**src/rtl/dtm_pkg.sv**
```systemverilog
package dtm_pkg;

    typedef enum logic [1:0] {
        ST_OK   = 2'd0,
        ST_RSVD = 2'd1,
        ST_FAIL = 2'd2,
        ST_BUSY = 2'd3
    } scan_stat_e;

    typedef enum logic [1:0] {
        OP_NONE = 2'd0,
        OP_RD   = 2'd1,
        OP_WR   = 2'd2,
        OP_RSVD = 2'd3
    } scan_op_e;

    typedef enum logic [1:0] {
        BUS_IDLE  = 2'd0,
        BUS_ISSUE = 2'd1,
        BUS_WAIT  = 2'd2
    } bus_st_e;

    localparam int CTL_W       = 32;
    localparam int HARD_BIT    = 17;
    localparam int SOFT_BIT    = 16;
    localparam int HINT_LSB    = 12;
    localparam int HINT_W      = 3;
    localparam int STAT_LSB    = 10;
    localparam int WIDTH_LSB   = 4;
    localparam int WIDTH_W     = 6;
    localparam int VER_W       = 4;

endpackage

```
**src/rtl/dtm_ctl_word.sv**
```systemverilog
module dtm_ctl_word
    import dtm_pkg::*;
#(
    parameter int ADDR_W    = 7,
    parameter int IDLE_HINT = 3,
    parameter int VERSION   = 1
) (
    input  logic             ctl_wr_i,
    input  logic [CTL_W-1:0] ctl_wdata_i,
    input  logic [1:0]       sticky_i,
    output logic             soft_clr_o,
    output logic             hard_clr_o,
    output logic [CTL_W-1:0] ctl_rdata_o
);

    localparam logic [HINT_W-1:0]  HINT_V  = HINT_W'(IDLE_HINT);
    localparam logic [WIDTH_W-1:0] WIDTH_V = WIDTH_W'(ADDR_W);
    localparam logic [VER_W-1:0]   VER_V   = VER_W'(VERSION);

    logic unused_wbits;
    assign unused_wbits = ^{ctl_wdata_i[CTL_W-1:HARD_BIT+1], ctl_wdata_i[SOFT_BIT-1:0]};

    always_comb begin
        hard_clr_o  = ctl_wr_i && ctl_wdata_i[HARD_BIT];
        soft_clr_o  = ctl_wr_i && ctl_wdata_i[SOFT_BIT] && !ctl_wdata_i[HARD_BIT];
        ctl_rdata_o = '0;
        ctl_rdata_o[HINT_LSB +: HINT_W]   = HINT_V;
        ctl_rdata_o[STAT_LSB +: 2]        = sticky_i;
        ctl_rdata_o[WIDTH_LSB +: WIDTH_W] = WIDTH_V;
        ctl_rdata_o[0 +: VER_W]           = VER_V;
    end

endmodule

```
**src/rtl/dtm_status.sv**
```systemverilog
module dtm_status
    import dtm_pkg::*;
#(
    parameter int DATA_W = 32
) (
    input  logic              clk,
    input  logic              rst_n,
    input  logic              cap_i,
    input  logic              upd_i,
    input  logic [1:0]        op_i,
    input  logic              busy_i,
    input  logic              done_i,
    input  logic              done_err_i,
    input  logic              soft_clr_i,
    input  logic              hard_clr_i,
    input  logic [DATA_W-1:0] rdata_i,
    output logic              launch_o,
    output logic [1:0]        sticky_o,
    output logic [1:0]        cap_status_o,
    output logic [DATA_W-1:0] cap_data_o
);

    typedef struct packed {
        scan_stat_e        sticky;
        scan_stat_e        cap_status;
        logic [DATA_W-1:0] cap_data;
    } stat_regs_t;

    stat_regs_t q, d;
    logic       clean;
    logic       clr;

    always_comb begin
        d        = q;
        clean    = (q.sticky == ST_OK);
        clr      = soft_clr_i || hard_clr_i;
        launch_o = upd_i && clean && !busy_i && !clr &&
                   ((op_i == OP_RD) || (op_i == OP_WR));

        if (clr) begin
            d.sticky = ST_OK;
        end else if (clean) begin
            if ((cap_i || upd_i) && busy_i) begin
                d.sticky = ST_BUSY;
            end else if (done_i && done_err_i) begin
                d.sticky = ST_FAIL;
            end
        end

        if (cap_i) begin
            d.cap_status = !clean ? q.sticky : (busy_i ? ST_BUSY : ST_OK);
            d.cap_data   = rdata_i;
        end
    end

    always_ff @(posedge clk) begin
        if (!rst_n) begin
            q.sticky     <= ST_OK;
            q.cap_status <= ST_OK;
            q.cap_data   <= '0;
        end else begin
            q <= d;
        end
    end

    assign sticky_o     = q.sticky;
    assign cap_status_o = q.cap_status;
    assign cap_data_o   = q.cap_data;

    // a busy status survives until a clear arrives
    p_busy_held_r6: assert property (@(posedge clk) disable iff (!rst_n)
        (q.sticky == ST_BUSY && !soft_clr_i && !hard_clr_i) |=> (q.sticky == ST_BUSY));

    // failed status is sticky too
    p_fail_held_r7: assert property (@(posedge clk) disable iff (!rst_n)
        (q.sticky == ST_FAIL && !soft_clr_i && !hard_clr_i) |=> (q.sticky == ST_FAIL));

    // reserved code never appears on the captured status
    p_no_rsvd_r7: assert property (@(posedge clk) disable iff (!rst_n)
        q.cap_status != ST_RSVD);

    // a clear always leaves the status clean
    p_clear_clean_r8: assert property (@(posedge clk) disable iff (!rst_n)
        (soft_clr_i || hard_clr_i) |=> (q.sticky == ST_OK));

endmodule

```
**src/rtl/dtm_bus_fsm.sv**
```systemverilog
module dtm_bus_fsm
    import dtm_pkg::*;
#(
    parameter int ADDR_W = 7,
    parameter int DATA_W = 32,
    parameter int TAG_W  = 2
) (
    input  logic              clk,
    input  logic              rst_n,
    input  logic              launch_i,
    input  logic              launch_wr_i,
    input  logic [ADDR_W-1:0] launch_addr_i,
    input  logic [DATA_W-1:0] launch_data_i,
    input  logic              hard_clr_i,
    output logic              busy_o,
    output logic              done_o,
    output logic              done_err_o,
    output logic [DATA_W-1:0] rdata_o,
    output logic              req_valid_o,
    input  logic              req_ready_i,
    output logic              req_write_o,
    output logic [ADDR_W-1:0] req_addr_o,
    output logic [DATA_W-1:0] req_data_o,
    output logic [TAG_W-1:0]  req_tag_o,
    input  logic              rsp_valid_i,
    input  logic [TAG_W-1:0]  rsp_tag_i,
    input  logic              rsp_err_i,
    input  logic [DATA_W-1:0] rsp_data_i
);

    typedef struct packed {
        bus_st_e           st;
        logic              wr;
        logic [ADDR_W-1:0] addr;
        logic [DATA_W-1:0] data;
        logic [TAG_W-1:0]  tag;
        logic [DATA_W-1:0] rdata;
    } bus_regs_t;

    bus_regs_t q, d;
    logic      tag_hit;

    always_comb begin
        d          = q;
        done_o     = 1'b0;
        done_err_o = 1'b0;
        tag_hit    = rsp_valid_i && (rsp_tag_i == q.tag);

        case (q.st)
            BUS_IDLE: begin
                if (launch_i) begin
                    d.st   = BUS_ISSUE;
                    d.wr   = launch_wr_i;
                    d.addr = launch_addr_i;
                    d.data = launch_data_i;
                    d.tag  = q.tag + 1'b1;
                end
            end
            BUS_ISSUE: begin
                if (req_ready_i) d.st = BUS_WAIT;
            end
            BUS_WAIT: begin
                if (tag_hit) begin
                    d.st       = BUS_IDLE;
                    done_o     = 1'b1;
                    done_err_o = rsp_err_i;
                    if (!rsp_err_i && !q.wr) d.rdata = rsp_data_i;
                end
            end
            default: d.st = BUS_IDLE;
        endcase

        if (hard_clr_i) begin
            d.st       = BUS_IDLE;
            d.rdata    = q.rdata;
            done_o     = 1'b0;
            done_err_o = 1'b0;
        end
    end

    always_ff @(posedge clk) begin
        if (!rst_n) begin
            q.st    <= BUS_IDLE;
            q.wr    <= 1'b0;
            q.addr  <= '0;
            q.data  <= '0;
            q.tag   <= '0;
            q.rdata <= '0;
        end else begin
            q <= d;
        end
    end

    assign busy_o      = (q.st != BUS_IDLE);
    assign rdata_o     = q.rdata;
    assign req_valid_o = (q.st == BUS_ISSUE);
    assign req_write_o = q.wr;
    assign req_addr_o  = q.addr;
    assign req_data_o  = q.data;
    assign req_tag_o   = q.tag;

    // request payload held until accepted
    p_req_hold_r12: assert property (@(posedge clk) disable iff (!rst_n)
        (req_valid_o && !req_ready_i && !hard_clr_i) |=>
        (req_valid_o && $stable(req_addr_o) && $stable(req_data_o) && $stable(req_write_o)));

    // a new access only starts from idle
    p_launch_idle_r5: assert property (@(posedge clk) disable iff (!rst_n)
        launch_i |-> (q.st == BUS_IDLE));

    // hard reset leaves nothing outstanding
    p_hard_idle_r9: assert property (@(posedge clk) disable iff (!rst_n)
        hard_clr_i |=> (!busy_o && !req_valid_o));

    // a response with a foreign tag never touches read data
    p_stale_drop_r10: assert property (@(posedge clk) disable iff (!rst_n)
        (rsp_valid_i && rsp_tag_i != q.tag) |=> $stable(rdata_o));

endmodule

```
**src/rtl/dtm_access_ctrl.sv**
```systemverilog
module dtm_access_ctrl
    import dtm_pkg::*;
#(
    parameter int ADDR_W    = 7,
    parameter int DATA_W    = 32,
    parameter int TAG_W     = 2,
    parameter int IDLE_HINT = 3,
    parameter int VERSION   = 1
) (
    input  logic              clk,
    input  logic              rst_n,
    input  logic              scan_cap_i,
    input  logic              scan_upd_i,
    input  logic [1:0]        scan_op_i,
    input  logic [ADDR_W-1:0] scan_addr_i,
    input  logic [DATA_W-1:0] scan_data_i,
    output logic [1:0]        cap_status_o,
    output logic [DATA_W-1:0] cap_data_o,
    input  logic              ctl_wr_i,
    input  logic [31:0]       ctl_wdata_i,
    output logic [31:0]       ctl_rdata_o,
    output logic              req_valid_o,
    input  logic              req_ready_i,
    output logic              req_write_o,
    output logic [ADDR_W-1:0] req_addr_o,
    output logic [DATA_W-1:0] req_data_o,
    output logic [TAG_W-1:0]  req_tag_o,
    input  logic              rsp_valid_i,
    input  logic [TAG_W-1:0]  rsp_tag_i,
    input  logic              rsp_err_i,
    input  logic [DATA_W-1:0] rsp_data_i
);

    logic              soft_clr, hard_clr;
    logic [1:0]        sticky;
    logic              launch, busy, done, done_err;
    logic [DATA_W-1:0] rdata;

    dtm_ctl_word #(
        .ADDR_W    (ADDR_W),
        .IDLE_HINT (IDLE_HINT),
        .VERSION   (VERSION)
    ) u_ctl (
        .ctl_wr_i    (ctl_wr_i),
        .ctl_wdata_i (ctl_wdata_i),
        .sticky_i    (sticky),
        .soft_clr_o  (soft_clr),
        .hard_clr_o  (hard_clr),
        .ctl_rdata_o (ctl_rdata_o)
    );

    dtm_status #(
        .DATA_W (DATA_W)
    ) u_stat (
        .clk          (clk),
        .rst_n        (rst_n),
        .cap_i        (scan_cap_i),
        .upd_i        (scan_upd_i),
        .op_i         (scan_op_i),
        .busy_i       (busy),
        .done_i       (done),
        .done_err_i   (done_err),
        .soft_clr_i   (soft_clr),
        .hard_clr_i   (hard_clr),
        .rdata_i      (rdata),
        .launch_o     (launch),
        .sticky_o     (sticky),
        .cap_status_o (cap_status_o),
        .cap_data_o   (cap_data_o)
    );

    dtm_bus_fsm #(
        .ADDR_W (ADDR_W),
        .DATA_W (DATA_W),
        .TAG_W  (TAG_W)
    ) u_bus (
        .clk           (clk),
        .rst_n         (rst_n),
        .launch_i      (launch),
        .launch_wr_i   (scan_op_i == OP_WR),
        .launch_addr_i (scan_addr_i),
        .launch_data_i (scan_data_i),
        .hard_clr_i    (hard_clr),
        .busy_o        (busy),
        .done_o        (done),
        .done_err_o    (done_err),
        .rdata_o       (rdata),
        .req_valid_o   (req_valid_o),
        .req_ready_i   (req_ready_i),
        .req_write_o   (req_write_o),
        .req_addr_o    (req_addr_o),
        .req_data_o    (req_data_o),
        .req_tag_o     (req_tag_o),
        .rsp_valid_i   (rsp_valid_i),
        .rsp_tag_i     (rsp_tag_i),
        .rsp_err_i     (rsp_err_i),
        .rsp_data_i    (rsp_data_i)
    );

    // a none/reserved update never starts a request
    p_nop_quiet_r4: assert property (@(posedge clk) disable iff (!rst_n)
        (scan_upd_i && (scan_op_i == OP_NONE || scan_op_i == OP_RSVD) && !req_valid_o)
        |=> !req_valid_o);

endmodule

```
**config.mk**
```make
export PLATFORM = sky130hd
export DESIGN_NAME = dtm_access_ctrl
export DESIGN_NICKNAME = d
export VERILOG_FILES = /design/src/rtl/dtm_pkg.sv /design/src/rtl/dtm_ctl_word.sv /design/src/rtl/dtm_status.sv /design/src/rtl/dtm_bus_fsm.sv /design/src/rtl/dtm_access_ctrl.sv
export SDC_FILE = /design/constraint.sdc
export NUM_CORES = 1
export LEC_CHECK = 0
export BUFFER_PORTS_ARGS = -buffer_cell sky130_fd_sc_hd__clkbuf_2
export CAP_MARGIN = 0
export CORE_ASPECT_RATIO = 2
export CORE_MARGIN = 1
export CORE_UTILIZATION = 44
export CTS_CLUSTER_DIAMETER = 120
export DETAILED_ROUTE_END_ITERATION = 8
export PLACE_DENSITY = 0.77
export SLEW_MARGIN = 20
export SYNTH_ARGS = -nofsm -noshare
export SYNTH_HDL_FRONTEND = slang
export SYNTH_HIERARCHICAL = 1
export SYNTH_SLANG_ARGS = --single-unit
```
**constraint.sdc**
```tcl
create_clock -name clk -period 2 [get_ports clk]
set_input_delay 0.1 -clock clk [delete_from_list [all_inputs] [get_ports clk]]
set_output_delay 0.1 -clock clk [all_outputs]
set_load 0.005 [all_outputs]
```
### Word-level counts from Yosys, hierarchy flattened

Index checks and enable logic that the tools add are counted.

| storage, ports and cells | value |
|---|---|
| register bits | 112 |
| input port bits | 115 |
| output and inout port bits | 109 |
| word-level logic and storage cells | 63 |

| cells by class | value |
|---|---|
| add/sub/neg operators | 1 |
| eq/ne operators | 8 |
| mux-type cells | 14 |
| bitwise logic cells | 2 |
| reductions and logical operators | 29 |

Operator list:

| cell | count |
|---|---|
| 44-bit two-way mux | 1 |
| 2-bit two-way mux | 6 |
| 1-bit logical AND | 11 |
| 1-bit two-way mux | 6 |
| 2-bit case mux with 3 select lines | 1 |
| 1-bit logical NOT | 5 |
| 2-bit by 1-bit equality test with 1-bit output (second input constant) | 2 |
| 2-bit equality test (second input constant) | 2 |
| 2-bit logical NOT | 2 |
| 2-bit by 1-bit != test with 1-bit output (second input constant) | 2 |
| 2-bit AND reduction | 2 |
| 4-bit AND reduction | 1 |
| 2-bit nonzero test | 2 |
| 2-bit OR reduction | 2 |
| 1-bit logical OR | 3 |
| 3-bit AND reduction | 1 |
| 2-bit by 1-bit adder with 2-bit output (second input constant) | 1 |
| 2-bit equality test | 1 |
| 2-bit != test (second input constant) | 1 |
| 1-bit NOT | 2 |

### Logic depth before layout (Yosys ltp)

| depth | value |
|---|---|
| depth after elaboration | 8 |
| gate-level depth with buffers | 8 |
| mapped depth without buffers | 6 |

### Hierarchy

The synthesis kept the hierarchy.

Modules (own cells, without submodules):

| module | times used | cells an instance | area each (um^2) | seq. area each (um^2) |
|---|---|---|---|---|
| dtm_bus_fsm | 1 | 371 | 3,623.5 | 1,521.5 |
| dtm_status | 1 | 124 | 1,427.6 | 720.7 |
| dtm_ctl_word | 1 | 36 | 264.0 | 0.0 |
| dtm_access_ctrl | 1 | 1 | 13.8 | 0.0 |

### Worst setup path after synthesis

OpenSTA, ideal clock, no wires.

| timing | value |
|---|---|
| path type | reg-to-reg |
| start point | reg u_bus/q[75] (netlist bit) |
| end point | reg u_bus.q (netlist bit u_bus/req_tag_o[1]) |
| library setup time | 0.115 ns |
| arrival | 1.757 ns |
| data required time | 1.885 ns |
| setup slack | 0.129 ns |
| cell stages (with the launch flop) | 9 |
| path buffers | 2 |
| period minus slack after synthesis | 1.871 ns |
| path through | dfxtp_1 > or2_2 > nor4b_1 > and3_1 > nor3b_2 > buf_4 > buf_6 > a21boi_0 > o21a_1 |

| between the ends | value |
|---|---|
| word-level cells in the longest chain between the ends | 6 |
| elaborated cells on any way between the ends | 7 |
| those cells by class | 7 x reduce/logical |

RTL lines:

| item | RTL line | text |
|---|---|---|
| from (decl) | dtm_bus_fsm.sv:40 | `bus_regs_t q, d;` |
| 2-bit nonzero test | dtm_bus_fsm.sv:94 | `assign busy_o = (q.st != BUS_IDLE);` |
| named net busy | dtm_access_ctrl.sv:36 | `logic launch, busy, done, done_err;` |
| 1-bit logical NOT | dtm_status.sv:37 | `launch_o = upd_i && clean && !busy_i && !clr &&` |
| 1-bit logical AND (3 in series) | dtm_status.sv:37 |  |
| named net launch | dtm_access_ctrl.sv:36 |  |
| 2-bit AND reduction (no line) | n/a |  |

The timed path passes the listed nets, and every way through them passes these cells.
A chain may end at the register's enable or synchronous reset.

### Worst setup path after layout

| timing | value |
|---|---|
| start point | reg u_bus/q[75] (netlist bit) |
| end point | reg u_bus.q (netlist bit u_bus/req_data_o[9]) |

Same word-level chain as after synthesis.

==> flow_summary.yaml <==
synth:
  yosysUniqueCellTypes: 38
  synth_edf_count: 0
  ys_seq_area_share_pct: 42.1
  async_flop_share_pct: 0
  synth_cells: 532
  synthFlopType: "dfxtp_1"
  yosysWarnings: 6
  synth_top_cells_by_area: "dfxtp_1, mux2i_1, buf_4"
  yosysTopAreaCell: "dfxtp_1"
  synth_top_area_share_pct: 42.1
  synth_area_um2: 5330
  ys_ff_latch: 112
  syn_avg_cell_area_um2: 10.0
global_routing:
  antenna_found_initial: 0
  grt_overflow_total: 0
  grt_max_degree: 67
  grt_use_total_pct: 16.2
  grt_first_pass_wirelength_um: 16000
  grt_pass1_vias: 3623
min_path:
  min_path_type: "in2reg"
run_status:
  status: "completed"
finish:
  syn_to_final_growth_pct: 16.0
  num-nets-final: 761
  fin_util_pct: 52.5
  final_cells: 796
  fill_cells: 1059
  diodes: 0
  drive_gt1_share_pct: 31.6
placement:
  globalplace.congestion: 0.750
  placed_cells: 752
  port_buffers: 163
  dp_hpwl_um: 7560
floorplan:
  initial_utilization_pct: 45.3
  dieArea_um2: 12600
  rows: 56
  die_h_um: 158
  die_w_um: 79.8
  core_um2: 11800
  ioPinCount: 224
cts:
  insertion_delay_ps: 340
  clockBufferDepth: 2
  numClockSinks: 112
  root_buffer: "clkbuf_16"
  cts_tree: "yes"
  h-tree-depth: 3
  numCtsBuffers: 9
  cts.clk_slew.worst_paths_ps: 70
timing:
  setup_viol_count_final: 0
  finalHoldViolations: 0
  period_needed_ps: 1920
  hold_slack_ps: 16.7
  clock.fmax_mhz: 520
  finalCritPeriodShare_pct: 96.2
  rsz0062_at_grt: "yes"
  slew_viol_final: 0
  final.setup.tns_ps: 0
  skew_ps: 8.25
routing:
  first_pass_iters: 4
  via_per_inst: 4.55
  finalWirelength_um: 10600
  drc: 0
  wl_per_cell_um: 13.3
  antenna_left: 0
  drt_iter0_drc: 115
  via_count: 3622
setup_path:
  path_class: "reg2reg"
  cp-start-kind: "register"
  required_ps: 2230
  cp_data_arrival_time_ps: 2150
  critPathMaxFanout: 11
  end_kind: "register"
power:
  peakVddDrop_mv: 0.407
  finalPower_w: 0.00455
  p_per_area_nw_per_um2: 736
  leakage_nw: 2.72
flow_run:
  cap_violations: 0
==> final cells by class <==
cell class | instances | area, um2 | area share, %
inverter | 3 | 11.3 | 0.182
sequential | 112 | 2240 | 36.3
timing repair buffer | 208 | 1300 | 21.0
tap | 145 | 181 | 2.94
multi-input combinational | 312 | 2160 | 35.0
clock inverter | 6 | 43.8 | 0.709
clock buffer | 10 | 239 | 3.87
==> registers in the layout, summed over array words and instances, names as in the netlist <==
register,flops
u_bus/q,2
u_bus/rdata_o,32
u_bus/req_addr_o,7
u_bus/req_data_o,32
u_bus/req_tag_o,2
u_bus/req_write_o,1
u_stat/cap_data_o,32
u_stat/cap_status_o,2
u_stat/sticky_o,2
==> report_power, final <==
group          total (W)  internal, W  leakage, nW  switching, W
Combinational   0.000543     0.000304         1.68      0.000239
Sequential       0.00232      0.00228        0.906     0.0000348
Clock            0.00169     0.000884        0.139      0.000803
==> Yosys cell counts, drive strengths merged, types with 2 or more instances <==
| cell | n |
|---|---|
| buf | 120 |
| dfxtp | 112 |
| mux2i | 104 |
| nor2b | 75 |
| nand2 | 65 |
| clkbuf | 13 |
| a21oi | 4 |
| nor2 | 4 |
| inv | 3 |
| nand2b | 3 |
| nor3b | 3 |
| o21ai | 3 |
| and2 | 2 |
| and3b | 2 |
| conb | 2 |
| xnor2 | 2 |
| xor2 | 2 |
==> metrics by stage <==
stage,cell area [um2],worst slack (ps)
floorplan,5430,129
global placement,5600,82.3
detailed placement,5600,32.2
CTS,6150,0.414
global route,6180,2.82
finish,6180,75.6
==> placed cells by master, fill, tap and decap left out, types with 2 or more instances in the layout <==
| master | netlist | final |
|---|---|---|
| clkbuf_2 | 0 | 162 |
| nand2_1 | 65 | 65 |
| conb_1 | 2 | 30 |
| clkinv_2 | 0 | 2 |
| buf_4 | 106 | 13 |
| xor2_1 | 2 | 2 |
| nor3b_1 | 2 | 2 |
| nand2b_1 | 3 | 3 |
| dlygate4sd3_1 | 0 | 27 |
| a21oi_1 | 4 | 4 |
| nor2b_1 | 74 | 74 |
| nor2_1 | 4 | 4 |
| dfxtp_1 | 112 | 112 |
| inv_1 | 3 | 3 |
| xnor2_1 | 2 | 2 |
| mux2i_1 | 104 | 104 |
| buf_12 | 6 | 6 |
| clkbuf_16 | 0 | 9 |
| clkinv_4 | 0 | 2 |
| o21ai_1 | 2 | 2 |
==> final timing paths <==
kind	startpoint	to	slack (ps)	depth (start not counted)
worst max-delay path	u_bus/q[75]$_SDFFE_PP0P_	u_bus/req_data_o[9]$_SDFFE_PN0P_	80	8
worst min-delay path	rsp_data_i[27]	u_bus/rdata_o[27]$_SDFFE_PN0P_	20	3
worst max register to register	u_bus/q[75]$_SDFFE_PP0P_	u_bus/req_data_o[9]$_SDFFE_PN0P_	80	8
worst min register to register	u_bus/rdata_o[13]$_SDFFE_PN0P_	u_bus/rdata_o[13]$_SDFFE_PN0P_	460	2
==> critical path, stage by stage (launching register included) <==
cell and delay (ps):
dfxtp_1 310, or2_4 260, nor4b_4 190, and3_1 190, nor3b_4 220, buf_12 170, buf_12 150, mux2i_1 250
nor2b_1 80
==> metal layers <==
layer	GRT usage [%]	up-vias	wire, um	share of wire, %
met4	7.14	0	236	2.2
met1	16.4	1660	4090	39
li1	-	1803	-	-
met2	30.4	139	5710	54
met3	3.98	20	583	5.5
met5	0	-	0	0
==> cell families (layout without fill, tap and decap cells) <==
family | Yosys count | in the layout | synth area share, %
other | 2 | 30 | 0.141
DFF | 112 | 112 | 42.1
muxes | 104 | 104 | 19.5
AOI/OAI and AO/OA | 13 | 13 | 1.67
and+or+nand+nor | 161 | 161 | 16.2
xor gates and xnor gates | 4 | 4 | 0.658
buffers and inverters | 136 | 227 | 19.8
==> repair_timing <==
item / CTS / global route
resized for setup: 0 / 3
setup endpoints to repair: 0 / 40
endpoints found under the hold margin: 27 / 0
hold buffers: 27 / 0
buffers inserted: 0 / 1
No activity file was read; power rests on OpenSTA's default activity.
